`src/rtl/tofro_pkg.sv`:
```
package tofro_pkg;

    typedef enum logic [2:0] {
        ST_IDLE,
        ST_CLR,
        ST_ARM,
        ST_TIME,
        ST_READ
    } tof_state_e;

endpackage

```
`src/rtl/tofro_sync.sv`:
```
module tofro_sync #(
    parameter int unsigned W = 8
) (
    input  logic         clk_i,
    input  logic         rst_ni,
    input  logic [W-1:0] async_i,
    output logic [W-1:0] rise_o
);

    typedef struct packed {
        logic [W-1:0] s1;
        logic [W-1:0] s2;
        logic [W-1:0] s3;
    } sync_t;

    sync_t sync_d, sync_q;

    always_comb begin
        sync_d    = sync_q;
        sync_d.s1 = async_i;
        sync_d.s2 = sync_q.s1;
        sync_d.s3 = sync_q.s2;
    end

    always_ff @(posedge clk_i or negedge rst_ni) begin
        if (!rst_ni) sync_q <= '0;
        else         sync_q <= sync_d;
    end

    assign rise_o = sync_q.s2 & ~sync_q.s3;

    // a level that stays high yields a single-cycle edge
    p_rise_single_r11: assert property (@(posedge clk_i) disable iff (!rst_ni)
        (|rise_o) |=> ((rise_o & $past(rise_o)) == '0));

endmodule

```
`src/rtl/tofro_grp.sv`:
```
module tofro_grp #(
    parameter int unsigned PIX = 4,
    parameter int unsigned CW  = 10,
    parameter int unsigned PH  = 4,
    localparam int unsigned PW = $clog2(PIX),
    localparam int unsigned FW = $clog2(PH)
) (
    input  logic           clk_i,
    input  logic           rst_ni,
    input  logic           clear_i,
    input  logic           run_i,
    input  logic           sat_i,
    input  logic [PIX-1:0] rise_i,
    input  logic [CW-1:0]  coarse_i,
    input  logic [PH-1:0]  phase_i,
    output logic           locked_o,
    output logic           hit_o,
    output logic [PW-1:0]  pix_o,
    output logic [CW-1:0]  coarse_o,
    output logic [FW-1:0]  fine_o
);

    typedef struct packed {
        logic          locked;
        logic          hit;
        logic [PW-1:0] pix;
        logic [CW-1:0] coarse;
        logic [FW-1:0] fine;
    } grp_t;

    grp_t grp_d, grp_q;
    logic [PW-1:0] first_pix;
    logic [FW-1:0] fine_enc;

    always_comb begin
        first_pix = '0;
        for (int i = PIX - 1; i >= 0; i--) begin
            if (rise_i[i]) first_pix = PW'(i);
        end
        fine_enc = '0;
        for (int i = PH - 1; i >= 0; i--) begin
            if (phase_i[i] && !phase_i[(i + PH - 1) % PH]) fine_enc = FW'(i);
        end
    end

    always_comb begin
        grp_d = grp_q;
        if (clear_i) begin
            grp_d = '0;
        end else if (run_i && !grp_q.locked) begin
            if (|rise_i) begin
                grp_d.locked = 1'b1;
                grp_d.hit    = 1'b1;
                grp_d.pix    = first_pix;
                grp_d.coarse = coarse_i;
                grp_d.fine   = fine_enc;
            end else if (sat_i) begin
                grp_d.locked = 1'b1;
                grp_d.hit    = 1'b0;
                grp_d.pix    = '0;
                grp_d.coarse = '1;
                grp_d.fine   = '1;
            end
        end
    end

    always_ff @(posedge clk_i or negedge rst_ni) begin
        if (!rst_ni) grp_q <= '0;
        else         grp_q <= grp_d;
    end

    assign locked_o = grp_q.locked;
    assign hit_o    = grp_q.hit;
    assign pix_o    = grp_q.pix;
    assign coarse_o = grp_q.coarse;
    assign fine_o   = grp_q.fine;

    // a stopped converter keeps its result until the next clear
    p_lock_hold_r6: assert property (@(posedge clk_i) disable iff (!rst_ni)
        (locked_o && !clear_i) |=> (locked_o && $stable({hit_o, pix_o, coarse_o, fine_o})));

    // an edge while running and unlocked produces a valid result
    p_capture_r4: assert property (@(posedge clk_i) disable iff (!rst_ni)
        (run_i && !locked_o && !clear_i && (|rise_i)) |=> (hit_o && locked_o));

    // saturation without an edge yields the no-hit code
    p_sat_code_r8: assert property (@(posedge clk_i) disable iff (!rst_ni)
        (run_i && sat_i && !locked_o && !clear_i && !(|rise_i)) |=> (!hit_o && (coarse_o == '1)));

endmodule

```
`src/rtl/tofro_top.sv`:
```
module tofro_top
    import tofro_pkg::*;
#(
    parameter int unsigned ROWS = 4,
    parameter int unsigned COLS = 8,
    parameter int unsigned PIX  = 4,
    parameter int unsigned CW   = 10,
    parameter int unsigned PH   = 4,
    localparam int unsigned NG  = COLS / PIX,
    localparam int unsigned RW  = $clog2(ROWS),
    localparam int unsigned GW  = $clog2(NG > 1 ? NG : 2),
    localparam int unsigned PW  = $clog2(PIX),
    localparam int unsigned FW  = $clog2(PH),
    localparam int unsigned WW  = 1 + PW + CW + FW
) (
    input  logic            clk_i,
    input  logic            rst_ni,
    input  logic            start_i,
    input  logic            laser_go_i,
    input  logic [COLS-1:0] hit_i,
    input  logic [PH-1:0]   phase_i,
    output logic            ready_o,
    output logic            laser_en_o,
    output logic [RW-1:0]   row_sel_o,
    output logic [WW-1:0]   dout_o,
    output logic            dout_vld_o,
    output logic            frame_done_o
);

    localparam logic [CW-1:0] CMAX = '1;

    typedef struct packed {
        tof_state_e    st;
        logic [RW-1:0] row;
        logic [GW-1:0] gsel;
        logic [CW-1:0] coarse;
        logic          laser;
        logic [WW-1:0] dout;
        logic          vld;
        logic          done;
        logic [PH-1:0] ph1;
        logic [PH-1:0] ph2;
    } top_t;

    top_t top_d, top_q;

    logic [COLS-1:0] rise;
    logic [NG-1:0]   locked;
    logic [WW-1:0]   grp_word [NG];
    logic            grp_clear, grp_run, grp_sat;

    assign grp_clear = (top_q.st == ST_CLR);
    assign grp_run   = (top_q.st == ST_TIME);
    assign grp_sat   = grp_run && (top_q.coarse == CMAX);

    tofro_sync #(.W(COLS)) u_sync (
        .clk_i   (clk_i),
        .rst_ni  (rst_ni),
        .async_i (hit_i),
        .rise_o  (rise)
    );

    for (genvar g = 0; g < NG; g++) begin : g_grp
        logic          w_hit;
        logic [PW-1:0] w_pix;
        logic [CW-1:0] w_coarse;
        logic [FW-1:0] w_fine;

        tofro_grp #(.PIX(PIX), .CW(CW), .PH(PH)) u_grp (
            .clk_i    (clk_i),
            .rst_ni   (rst_ni),
            .clear_i  (grp_clear),
            .run_i    (grp_run),
            .sat_i    (grp_sat),
            .rise_i   (rise[g*PIX +: PIX]),
            .coarse_i (top_q.coarse),
            .phase_i  (top_q.ph2),
            .locked_o (locked[g]),
            .hit_o    (w_hit),
            .pix_o    (w_pix),
            .coarse_o (w_coarse),
            .fine_o   (w_fine)
        );

        assign grp_word[g] = {w_hit, w_pix, w_coarse, w_fine};
    end

    always_comb begin
        top_d       = top_q;
        top_d.laser = 1'b0;
        top_d.vld   = 1'b0;
        top_d.done  = 1'b0;
        top_d.ph1   = phase_i;
        top_d.ph2   = top_q.ph1;
        case (top_q.st)
            ST_IDLE: begin
                if (start_i) begin
                    top_d.st  = ST_CLR;
                    top_d.row = '0;
                end
            end
            ST_CLR: top_d.st = ST_ARM;
            ST_ARM: begin
                if (laser_go_i) begin
                    top_d.st     = ST_TIME;
                    top_d.coarse = '0;
                    top_d.laser  = 1'b1;
                end
            end
            ST_TIME: begin
                if (top_q.coarse != CMAX) top_d.coarse = top_q.coarse + 1'b1;
                if ((&locked) || (top_q.coarse == CMAX)) begin
                    top_d.st   = ST_READ;
                    top_d.gsel = '0;
                end
            end
            ST_READ: begin
                top_d.dout = grp_word[top_q.gsel];
                top_d.vld  = 1'b1;
                if (top_q.gsel == GW'(NG - 1)) begin
                    if (top_q.row == RW'(ROWS - 1)) begin
                        top_d.st   = ST_IDLE;
                        top_d.done = 1'b1;
                    end else begin
                        top_d.st  = ST_CLR;
                        top_d.row = top_q.row + 1'b1;
                    end
                end else begin
                    top_d.gsel = top_q.gsel + 1'b1;
                end
            end
            default: top_d.st = ST_IDLE;
        endcase
    end

    always_ff @(posedge clk_i or negedge rst_ni) begin
        if (!rst_ni) begin
            top_q    <= '0;
            top_q.st <= ST_IDLE;
        end else begin
            top_q <= top_d;
        end
    end

    assign ready_o      = (top_q.st == ST_ARM);
    assign laser_en_o   = top_q.laser;
    assign row_sel_o    = top_q.row;
    assign dout_o       = top_q.dout;
    assign dout_vld_o   = top_q.vld;
    assign frame_done_o = top_q.done;

    // laser strobe lasts one cycle
    p_laser_pulse_r3: assert property (@(posedge clk_i) disable iff (!rst_ni)
        laser_en_o |=> !laser_en_o);

    // laser strobe only follows a request taken while ready
    p_laser_cause_r3: assert property (@(posedge clk_i) disable iff (!rst_ni)
        laser_en_o |-> $past(ready_o && laser_go_i));

    // ready persists until the shot is requested
    p_ready_hold_r2: assert property (@(posedge clk_i) disable iff (!rst_ni)
        (ready_o && !laser_go_i) |=> ready_o);

    // frame end coincides with a delivered word
    p_done_word_r10: assert property (@(posedge clk_i) disable iff (!rst_ni)
        frame_done_o |-> (dout_vld_o && (row_sel_o == RW'(ROWS - 1))));

    // frame end is a single-cycle pulse
    p_done_pulse_r10: assert property (@(posedge clk_i) disable iff (!rst_ni)
        frame_done_o |=> !frame_done_o);

endmodule

```
`config.mk`:
```
export PLATFORM = sky130hd
export DESIGN_NAME = tofro_top
export DESIGN_NICKNAME = d
export VERILOG_FILES = /design/src/rtl/tofro_pkg.sv /design/src/rtl/tofro_sync.sv /design/src/rtl/tofro_grp.sv /design/src/rtl/tofro_top.sv
export SDC_FILE = /design/constraint.sdc
export NUM_CORES = 1
export LEC_CHECK = 0
export BUFFER_PORTS_ARGS = -buffer_cell sky130_fd_sc_hd__buf_2
export CORE_MARGIN = 3
export CORE_UTILIZATION = 40
export DETAILED_ROUTE_END_ITERATION = 10
export PLACE_DENSITY = 0.67
export SETUP_SLACK_MARGIN = 0.5
export SLEW_MARGIN = 30
export SYNTH_ARGS = -nofsm -noshare
export SYNTH_HDL_FRONTEND = slang
export SYNTH_SLANG_ARGS = --single-unit
```
`constraint.sdc`:
```
create_clock -name clk_i -period 1.81 [get_ports clk_i]
set_clock_uncertainty 0.15 [all_clocks]
set_input_delay 0.362 -clock clk_i [delete_from_list [all_inputs] [get_ports clk_i]]
set_output_delay 0.362 -clock clk_i [all_outputs]
set_load 0.05 [all_outputs]
```
==> flow_metrics.tcl <==
set metrics [dict create \
    cp.required_ns 1.96 \
    synthesis.instances 375 \
    final_core_utilization_pct 58.3 \
    drt.antenna.violating_nets 0 \
    io_buffers 36 \
    min_path_type "in -> reg" \
    totalWireLength_um 10300 \
    floorplan_core_area_um2 10000 \
    maximum_fanout_count_along_the_critical_path 7 \
    fin_worst_hold_slack_ns 0.152 \
    leakagePower_nw 2.64 \
    post-synth-top-area-cell "dfrtp_1" \
    grt_use_total_pct 16.8 \
    detail_route.wl_per_cell_um 17.1 \
    place_hpwl_um 5640 \
    max_transition_viols_final 0 \
    power.net_switching_mw 3.82 \
    cts_h_tree_depth 3 \
    clockRootBuffer "clkbuf_8" \
    worst_setup_hold_path_clk_slew_ns 0.10 \
    grt_start_max_net_pins 45 \
    tritoncts_num_sinks 98 \
    comb_power_share_pct 50.2 \
    critPathLaunchType "flip-flop" \
    path_cells "buf_4 -> buf_6 -> and3b_2 -> nand2b_4 -> a21o_1 -> buf_12 -> buf_8 -> a21oi_2" \
    synth_enable_flop_cells 0 \
    routabilityCongestion 0.790 \
    cell_internal_pwr_mw 5.62 \
    postSynth.asyncResetShare_pct 100 \
    grt_antenna_before_repair 0 \
    worst-endpoint-arrival_ns 1.99 \
    grt_pass1_wl_um 15300 \
    synth.cell_area_um2 4210 \
    num_antenna_cells 0 \
    period_needed_ns 1.85 \
    cts_buffers 9 \
    p_total_mw 9.44 \
    final_net_count 481 \
    switching_share_pct 40.5 \
    max_freq_mhz 541 \
    drc_errors 0 \
    post-synth-top-count-cell "dfrtp_1" \
    yosysUniqueCellTypes 45 \
    vias_per_cell 5.22 \
    powerDensity_nw_per_um2 1620 \
    pre_cts_slack_ns 0.0167 \
    ys.warnings.count 0 \
    report.final.hold_viol_count 0 \
    timing.max_cap.violations 0 \
    first_global_vias 3215 \
    grt.overflow.total 0 \
    pwr-share-seq_pct 34.4 \
    drt-pass1-iter-count 4 \
    die_h_um 109 \
    yosysSeqAreaShare_pct 58.3 \
    synth_area_per_cell_um2 11.2 \
    cts-root-to-sink-buffers 2 \
    timing.setup.critical_path_class "reg -> reg" \
    synth_largest_type_area_fraction_pct 58.3 \
    dieWidth_um 109 \
    postSynthRegisterBits 98 \
    proportion_of_layout_cells_with_a_drive_suffix_above_1_pct 42.1 \
    max_slew_margin_pct 72.7 \
    syn_to_final_growth_pct 38.6 \
    cts_tree "done" \
    post-route-period-util_pct 102 \
    outcome "complete, but fails checks" \
    fill_cells 792 \
    irDropWorstVdd_v 0.000715 \
    worst_slack_ns -0.0382 \
    timing_worst_slew_pin_value_ns 0.409 \
    synthFlopType "dfrtp_1" \
    drt_iter0_drc 144 \
    mappedNetlistNets 393 \
    violations "setup timing" \
    clkLatencyLatePin_ns 0.37 \
    floorplan.rows 36 \
    clockPowerShare_pct 15.4 \
    worstSetupEndpointType "flip-flop" \
    io_pins 37 \
    grt_setup_unrepaired "yes" \
    die_area_um2 11800 \
    synth.top_cells.by_area "dfrtp_1 58%, mux2i_1 5.7%, a21oi_1 4.3%, nand2_1 3.7%, buf_4 3.2%" \
    setup_viol 2 \
    worst_path_largest_cell_delay_ns 0.38 \
    synth_top_cells_by_count "98 x dfrtp_1, 42 x nand2_1, 36 x a21oi_1" \
    overall_via_count_from_detail_route 3137 \
    crit_path_top_delay_cell "dfrtp_1" \
    starting_density_of_the_core_pct 42.1 \
]
logic make-up after synthesis:
logic type	after synthesis	synth area share, %
AOI/OAI and AO/OA	78	11.8
buffers and inverters	45	7.59
muxes	25	5.98
DFF	98	58.3
adders and majority gates	2	0.595
and+or+nand+nor	127	15.7
critical path, delay by kind of cell, from the launching register on:
kind	cells	cell delay [ns]
AO/OA/AOI/OAI	2	0.35
AND/OR/NAND/NOR	2	0.35
buffers and inverters	4	0.53
flip-flops	1	0.38
metal layers:
metal  part of all wire, %  wire (um)  global-route usage [%]
met1                    41       4200                    19.8
met2                    54       5560                    29.4
met3                   3.0        313                    4.18
met4                   2.1        214                    6.58
met5                     0          0                       0
layout by cell type (no fill, tap or decap), types with 7 or more instances in the layout:
cell type,count
nor2_1,20
nand2_1,39
a21oi_1,17
clkbuf_8,9
nor3_1,18
mux2i_1,24
nand2b_1,7
dlygate4sd3_1,13
buf_4,39
nor3_2,7
buf_12,7
dfrtp_1,97
buf_2,14
buf_6,36
a21oi_2,25
sequential cells by signal, indices dropped and copies added (netlist names), 2 cells and up:
signal and cells:
g_grp.u_grp.coarse_o 20, top_q 18, u_sync.sync_d 16, dout_o 15
u_sync.sync_q 8, g_grp.u_grp.fine_o 4, g_grp.u_grp.pix_o 4, top_d 4
g_grp.u_grp.hit_o 2, g_grp.u_grp.locked_o 2, row_sel_o 2
through the flow:
stage,std cells,area (um^2),setup TNS [ns]
3_5_place_dp,531,4600,0
4_1_cts,586,5510,-0.0151
3_3_place_gp,531,4600,0
2_1_floorplan,375,4340,-0.0216
6_report,601,5830,-0.0409
5_1_grt,601,5830,-0.296
cell type report:
cell class                 count  area [um^2]  area share (%)
clock buffer                  10          128            2.19
clock inverter                 6         77.6            1.33
inverter                       6         27.5           0.472
multi-input combinational    232         1800            30.9
sequential                    98         2450            42.1
tap                          133          166            2.86
timing repair buffer         116         1180            20.2
repair_timing:
| item | in CTS | in global routing |
|---|---|---|
| setup buffers | 25 | 12 |
| cloned | 1 | 3 |
| setup endpoints to repair | 84 | 87 |
| endpoints found under the hold margin | 37 | 0 |
| pin swaps | 20 | 10 |
| resized for setup | 87 | 35 |
| hold buffers | 13 | 0 |
path summary, 6_finish.rpt:
kind	slack, ns	startpoint	to	depth (start not counted)
setup reg to reg	-0.04	top_q[39]$_DFFE_PN0P_	g_grp[0].u_grp.coarse_o[7]$_DFFE_PN0P_	8
max in group asynchronous	0.64	rst_ni	g_grp[1].u_grp.pix_o[1]$_DFFE_PN0P_	3
hold / removal	0.15	laser_go_i	laser_en_o$_DFF_PN0_	3
setup / recovery	-0.04	top_q[39]$_DFFE_PN0P_	g_grp[0].u_grp.coarse_o[7]$_DFFE_PN0P_	8
hold reg to reg	0.20	u_sync.sync_d[10]$_DFF_PN0_	u_sync.sync_d[2]$_DFF_PN0_	0
min in group asynchronous	0.30	rst_ni	laser_en_o$_DFF_PN0_	2
power groups by stage:
stage	Clock (mW)	Sequential, mW	Combinational (mW)
finish	1.45	3.25	4.74
global route	1.60	3.31	5.05
CTS	1.48	3.23	4.26
detailed placement	0	3.23	3.37
global placement	0	3.19	3.30
floorplan	0	3.19	2.87
(Power assumes the default switching activity.)
